==> config.mk <==
export PLATFORM = sky130hd
export DESIGN_NAME = mbar_drain_ctrl
export DESIGN_NICKNAME = d
export VERILOG_FILES = /design/src/rtl/mbar_pkg.sv /design/src/rtl/mbar_sat_cnt.sv /design/src/rtl/mbar_seq.sv /design/src/rtl/mbar_drain_ctrl.sv
export SDC_FILE = /design/constraint.sdc
export NUM_CORES = 1
export LEC_CHECK = 0
export CELL_PAD_IN_SITES_DETAIL_PLACEMENT = 1
export CELL_PAD_IN_SITES_GLOBAL_PLACEMENT = 1
export CORE_MARGIN = 2
export CORE_UTILIZATION = 47
export DETAILED_ROUTE_END_ITERATION = 7
export PLACE_DENSITY = 0.8
export SLEW_MARGIN = 10
export SYNTH_ARGS = -nofsm -noshare
export SYNTH_HDL_FRONTEND = slang
export SYNTH_HIERARCHICAL = 1
export SYNTH_SLANG_ARGS = --single-unit
==> constraint.sdc <==
create_clock -name clk -period 6.5 [get_ports clk]
set_input_delay 1.3 -clock clk [delete_from_list [all_inputs] [get_ports clk]]
set_output_delay 1.3 -clock clk [all_outputs]
set_load 0.1 [all_outputs]
==> src/rtl/mbar_pkg.sv <==
package mbar_pkg;

    // Index of each tracked kind in the strobe and count vectors.
    typedef enum logic [1:0] {
        TRK_LD  = 2'd0,
        TRK_ST  = 2'd1,
        TRK_TCH = 2'd2,
        TRK_CHK = 2'd3
    } trk_kind_e;

    localparam int NUM_TRK = 4;

    typedef enum logic {
        SEQ_IDLE  = 1'b0,
        SEQ_DRAIN = 1'b1
    } seq_state_e;

    // Control outputs of the barrier sequencer.
    typedef struct packed {
        logic accept;
        logic stall;
        logic done;
    } bar_ctl_t;

endpackage

==> src/rtl/mbar_sat_cnt.sv <==
module mbar_sat_cnt #(
    parameter int W = 4
) (
    input  logic         clk,
    input  logic         rst,
    input  logic         inc,
    input  logic         dec,
    output logic [W-1:0] cnt,
    output logic         empty
);
    localparam logic [W-1:0] CNT_MAX = {W{1'b1}};

    logic [W-1:0] cnt_q;

    always_ff @(posedge clk) begin
        if (rst) begin
            cnt_q <= '0;
        end else if (inc && !dec && cnt_q != CNT_MAX) begin
            cnt_q <= cnt_q + 1'b1;
        end else if (dec && !inc && cnt_q != '0) begin
            cnt_q <= cnt_q - 1'b1;
        end
    end

    assign cnt   = cnt_q;
    assign empty = (cnt_q == '0);

    AST_SAT_CEIL:  assert property (@(posedge clk) disable iff (rst)
        (cnt_q == CNT_MAX && inc && !dec) |=> (cnt_q == CNT_MAX));
    AST_SAT_FLOOR: assert property (@(posedge clk) disable iff (rst)
        (cnt_q == '0 && dec && !inc) |=> (cnt_q == '0));
    AST_PAIR_HOLD: assert property (@(posedge clk) disable iff (rst)
        (inc && dec) |=> $stable(cnt_q));

endmodule

==> src/rtl/mbar_seq.sv <==
module mbar_seq
    import mbar_pkg::*;
(
    input  logic     clk,
    input  logic     rst,
    input  logic     bar_req,
    input  logic     all_empty,
    output bar_ctl_t ctl
);
    seq_state_e state_q;
    logic       done_c;
    logic       accept_c;

    // Completion is decided on registered counts, so an empty pipeline
    // retires the barrier in the cycle after acceptance.
    assign done_c   = (state_q == SEQ_DRAIN) && all_empty;
    assign accept_c = bar_req && ((state_q == SEQ_IDLE) || done_c);

    always_ff @(posedge clk) begin
        if (rst) begin
            state_q <= SEQ_IDLE;
        end else if (accept_c) begin
            state_q <= SEQ_DRAIN;
        end else if (done_c) begin
            state_q <= SEQ_IDLE;
        end
    end

    always_comb begin
        ctl.accept = accept_c;
        ctl.done   = done_c;
        ctl.stall  = accept_c || ((state_q == SEQ_DRAIN) && !done_c);
    end

    AST_STALL_ON_ACCEPT: assert property (@(posedge clk) disable iff (rst)
        (state_q == SEQ_IDLE && bar_req) |-> ctl.stall);
    AST_STALL_UNTIL_DONE: assert property (@(posedge clk) disable iff (rst)
        (state_q == SEQ_DRAIN && !ctl.done) |-> ctl.stall);
    AST_IDLE_NO_DONE: assert property (@(posedge clk) disable iff (rst)
        (state_q == SEQ_IDLE) |-> !ctl.done);
    AST_NO_NEST: assert property (@(posedge clk) disable iff (rst)
        (state_q == SEQ_DRAIN && !ctl.done && bar_req) |=> (state_q == SEQ_DRAIN));

endmodule

==> src/rtl/mbar_drain_ctrl.sv <==
module mbar_drain_ctrl
    import mbar_pkg::*;
#(
    parameter int CNT_W = 4
) (
    input  logic clk,
    input  logic rst,
    input  logic bar_issue,
    input  logic ld_issue,
    input  logic ld_cpl,
    input  logic st_issue,
    input  logic st_cpl,
    input  logic tch_issue,
    input  logic tch_xlat_done,
    input  logic chk_issue,
    input  logic chk_clear,
    output logic stall,
    output logic bar_done
);
    logic [NUM_TRK-1:0]            inc_vec;
    logic [NUM_TRK-1:0]            dec_vec;
    logic [NUM_TRK-1:0]            empty_vec;
    logic [NUM_TRK-1:0][CNT_W-1:0] cnt_vec;
    logic                          all_empty;
    bar_ctl_t                      ctl;

    // Bit order follows trk_kind_e: load, store, touch, exception check.
    // A touch hint retires on translation; its fill never reaches this block.
    assign inc_vec = {chk_issue, tch_issue, st_issue, ld_issue};
    assign dec_vec = {chk_clear, tch_xlat_done, st_cpl, ld_cpl};

    for (genvar k = 0; k < NUM_TRK; k++) begin : g_trk
        mbar_sat_cnt #(.W(CNT_W)) i_cnt (
            .clk   (clk),
            .rst   (rst),
            .inc   (inc_vec[k]),
            .dec   (dec_vec[k]),
            .cnt   (cnt_vec[k]),
            .empty (empty_vec[k])
        );
    end

    assign all_empty = &empty_vec;

    mbar_seq i_seq (
        .clk       (clk),
        .rst       (rst),
        .bar_req   (bar_issue),
        .all_empty (all_empty),
        .ctl       (ctl)
    );

    assign stall    = ctl.stall;
    assign bar_done = ctl.done;

    AST_DONE_LD_DRAINED:  assert property (@(posedge clk) disable iff (rst)
        bar_done |-> (cnt_vec[TRK_LD] == '0));
    AST_DONE_ST_DRAINED:  assert property (@(posedge clk) disable iff (rst)
        bar_done |-> (cnt_vec[TRK_ST] == '0));
    AST_DONE_TCH_XLATED:  assert property (@(posedge clk) disable iff (rst)
        bar_done |-> (cnt_vec[TRK_TCH] == '0));
    AST_DONE_NO_EXC:      assert property (@(posedge clk) disable iff (rst)
        bar_done |-> (cnt_vec[TRK_CHK] == '0));

endmodule

==> impl_metrics.tcl <==
set metrics [dict create \
    die_w_um 55.0 \
    drv_slew 0 \
    skew_ns 0.00144 \
    cts_made_buffers 3 \
    fmax_ghz 0.233 \
    cts_setup_buffers 0 \
    dp_hpwl_um 1830 \
    cts_root_buffer "clkbuf_4" \
    grt.overflow.total 0 \
    grt_antenna_before_repair 0 \
    core_area_um2 2480 \
    antenna_left 0 \
    clock_sinks 17 \
    multi_input_area_um2 866 \
    vias 910 \
    crit_buf_inv 3 \
    cts_resized 0 \
    hold_viol_final 0 \
    drive_gt1_share_pct 17.0 \
    ir_drop_uv 179 \
    grt_pass1_wl_um 3840 \
    port_buffers 12 \
    netlist_area_um2 1220 \
    maxCapViolCount 0 \
    final_nets 159 \
    num_rows 18 \
    clk_path_buf_depth 2 \
    htreeDepth 1 \
    drt-initial-drc-count 5 \
    post-route-period-util_pct 66.1 \
    max_slew_margin_pct 35.0 \
    final_common_cell "nor2_1" \
    setup_viol 0 \
    path_cells "clkdlybuf4s50_1 > inv_1 > nand2_1 > clkdlybuf4s50_1" \
    clkTransAtPathRegs_ns 0.10 \
    start_util_pct 49.3 \
    drc 0 \
    antenna_cells 0 \
    syn_nets 143 \
    p_leak_nw 0.542 \
    critical_path_arrival_ns 3.00 \
    ios 13 \
    syn_avg_cell_area_um2 10.2 \
    die_h_um 55.0 \
    routabilityCongestion 0.736 \
    syn_inst 120 \
    min_path_type "register to register" \
    cpMaxStageDelayCell "clkdlybuf4s50_1" \
    fin_ws_ns 2.20 \
    ff_latch_area_um2 340 \
    powerDensity_nw_per_um2 268 \
    dieArea_um2 3020 \
    n_fill_cell 294 \
    required_ns 5.20 \
    clk_latency_ns 0.29 \
    outcome "finished clean" \
    layout_common_cells "21 x nor2_1, 17 x dfxtp_1, 12 x clkdlybuf4s50_1" \
    fin_tns_setup_ns 0 \
    critPathMaxFanout 2 \
    wl_um 2230 \
    grtUsageTotal_pct 17.4 \
    cp_slowest_stage_delay_ns 1.13 \
    worstSetupPathType "input port to primary output" \
    area_delta_synth_final_pct 14.4 \
    rsz0062_at_grt "false" \
    critical_path.most_common_cell "clkdlybuf4s50_1" \
    tritoncts "yes" \
    period_needed_ns 4.30 \
    first_pass_iters 4 \
    cp-end-kind "primary output" \
    start_kind "input port" \
    viasPerCell 5.52 \
    grt_start_max_net_pins 22 \
    tightest_slew_ns 0.973 \
    ys_warn_count 6 \
    dp_slack_ns 2.18 \
    cp_top_family "buffers and inverters" \
    cts_hold_buf 0 \
    wl_per_cell_um 13.5 \
    grt_pass1_vias 914 \
]
-- path summary, 6_finish.rpt --
path / start / slack (ns) / cells after the start / endpoint
setup / recovery: bar_issue / 2.20 / 4 / stall
setup reg to reg: g_trk[3].i_cnt/cnt[1] / 4.22 / 7 / g_trk[3].i_cnt/cnt[3]
hold reg to reg: i_seq/state_q / 0.50 / 2 / i_seq/state_q
hold / removal: i_seq/state_q / 0.50 / 2 / i_seq/state_q
-- worst reg2reg max path, cell delays in order (launching register included) --
cell and delay [ns]:
dfxtp_1 0.39, and4_1 0.24, or2_2 0.35, ha_1 0.33, a21oi_1 0.25, a211oi_2 0.11
a31oi_1 0.17, mux2_1 0.33
-- routing by layer --
| layer | vias up | global-route usage, % | share of wire (%) |
|---|---|---|---|
| li1 | 468 | - | - |
| met1 | 431 | 21.6 | 48 |
| met2 | 9 | 31.2 | 49 |
| met3 | 2 | 2.42 | 2.5 |
| met4 | 0 | 4.88 | 0.45 |
| met5 | - | 0 | 0 |
-- through the flow --
step	total power [mW]	util (%)	instance area, um^2	hold WS (ns)	instances
2_1_floorplan	0.284	-	1220	0.466	120
3_3_place_gp	0.313	55.4	1370	0.485	161
3_5_place_dp	0.322	55.4	1370	0.492	161
4_1_cts	0.382	56.4	1400	0.504	165
5_1_grt	0.407	56.4	1400	0.533	165
6_report	0.375	56.4	1400	0.503	165
-- state kept, by name, summed over array words and instances, names as in the netlist --
name	flops
g_trk.i_cnt/cnt	16
i_seq/state_q	1
-- area by class of cell --
| class | instances | share of cell area [%] |
|---|---|---|
| tap | 30 | 2.69 |
| clock buffer | 4 | 1.88 |
| timing repair buffer | 12 | 8.59 |
| multi-input combinational | 100 | 62.0 |
| inverter | 2 | 0.537 |
| sequential | 17 | 24.4 |
-- power breakdown --
group | switching [mW] | total (mW) | internal, mW
Sequential | 0.0353 | 0.160 | 0.125
Combinational | 0.0745 | 0.158 | 0.0833
Clock | 0.0331 | 0.0570 | 0.0238
Total | 0.143 | 0.375 | 0.232
No activity file was read; power rests on OpenSTA's default activity.
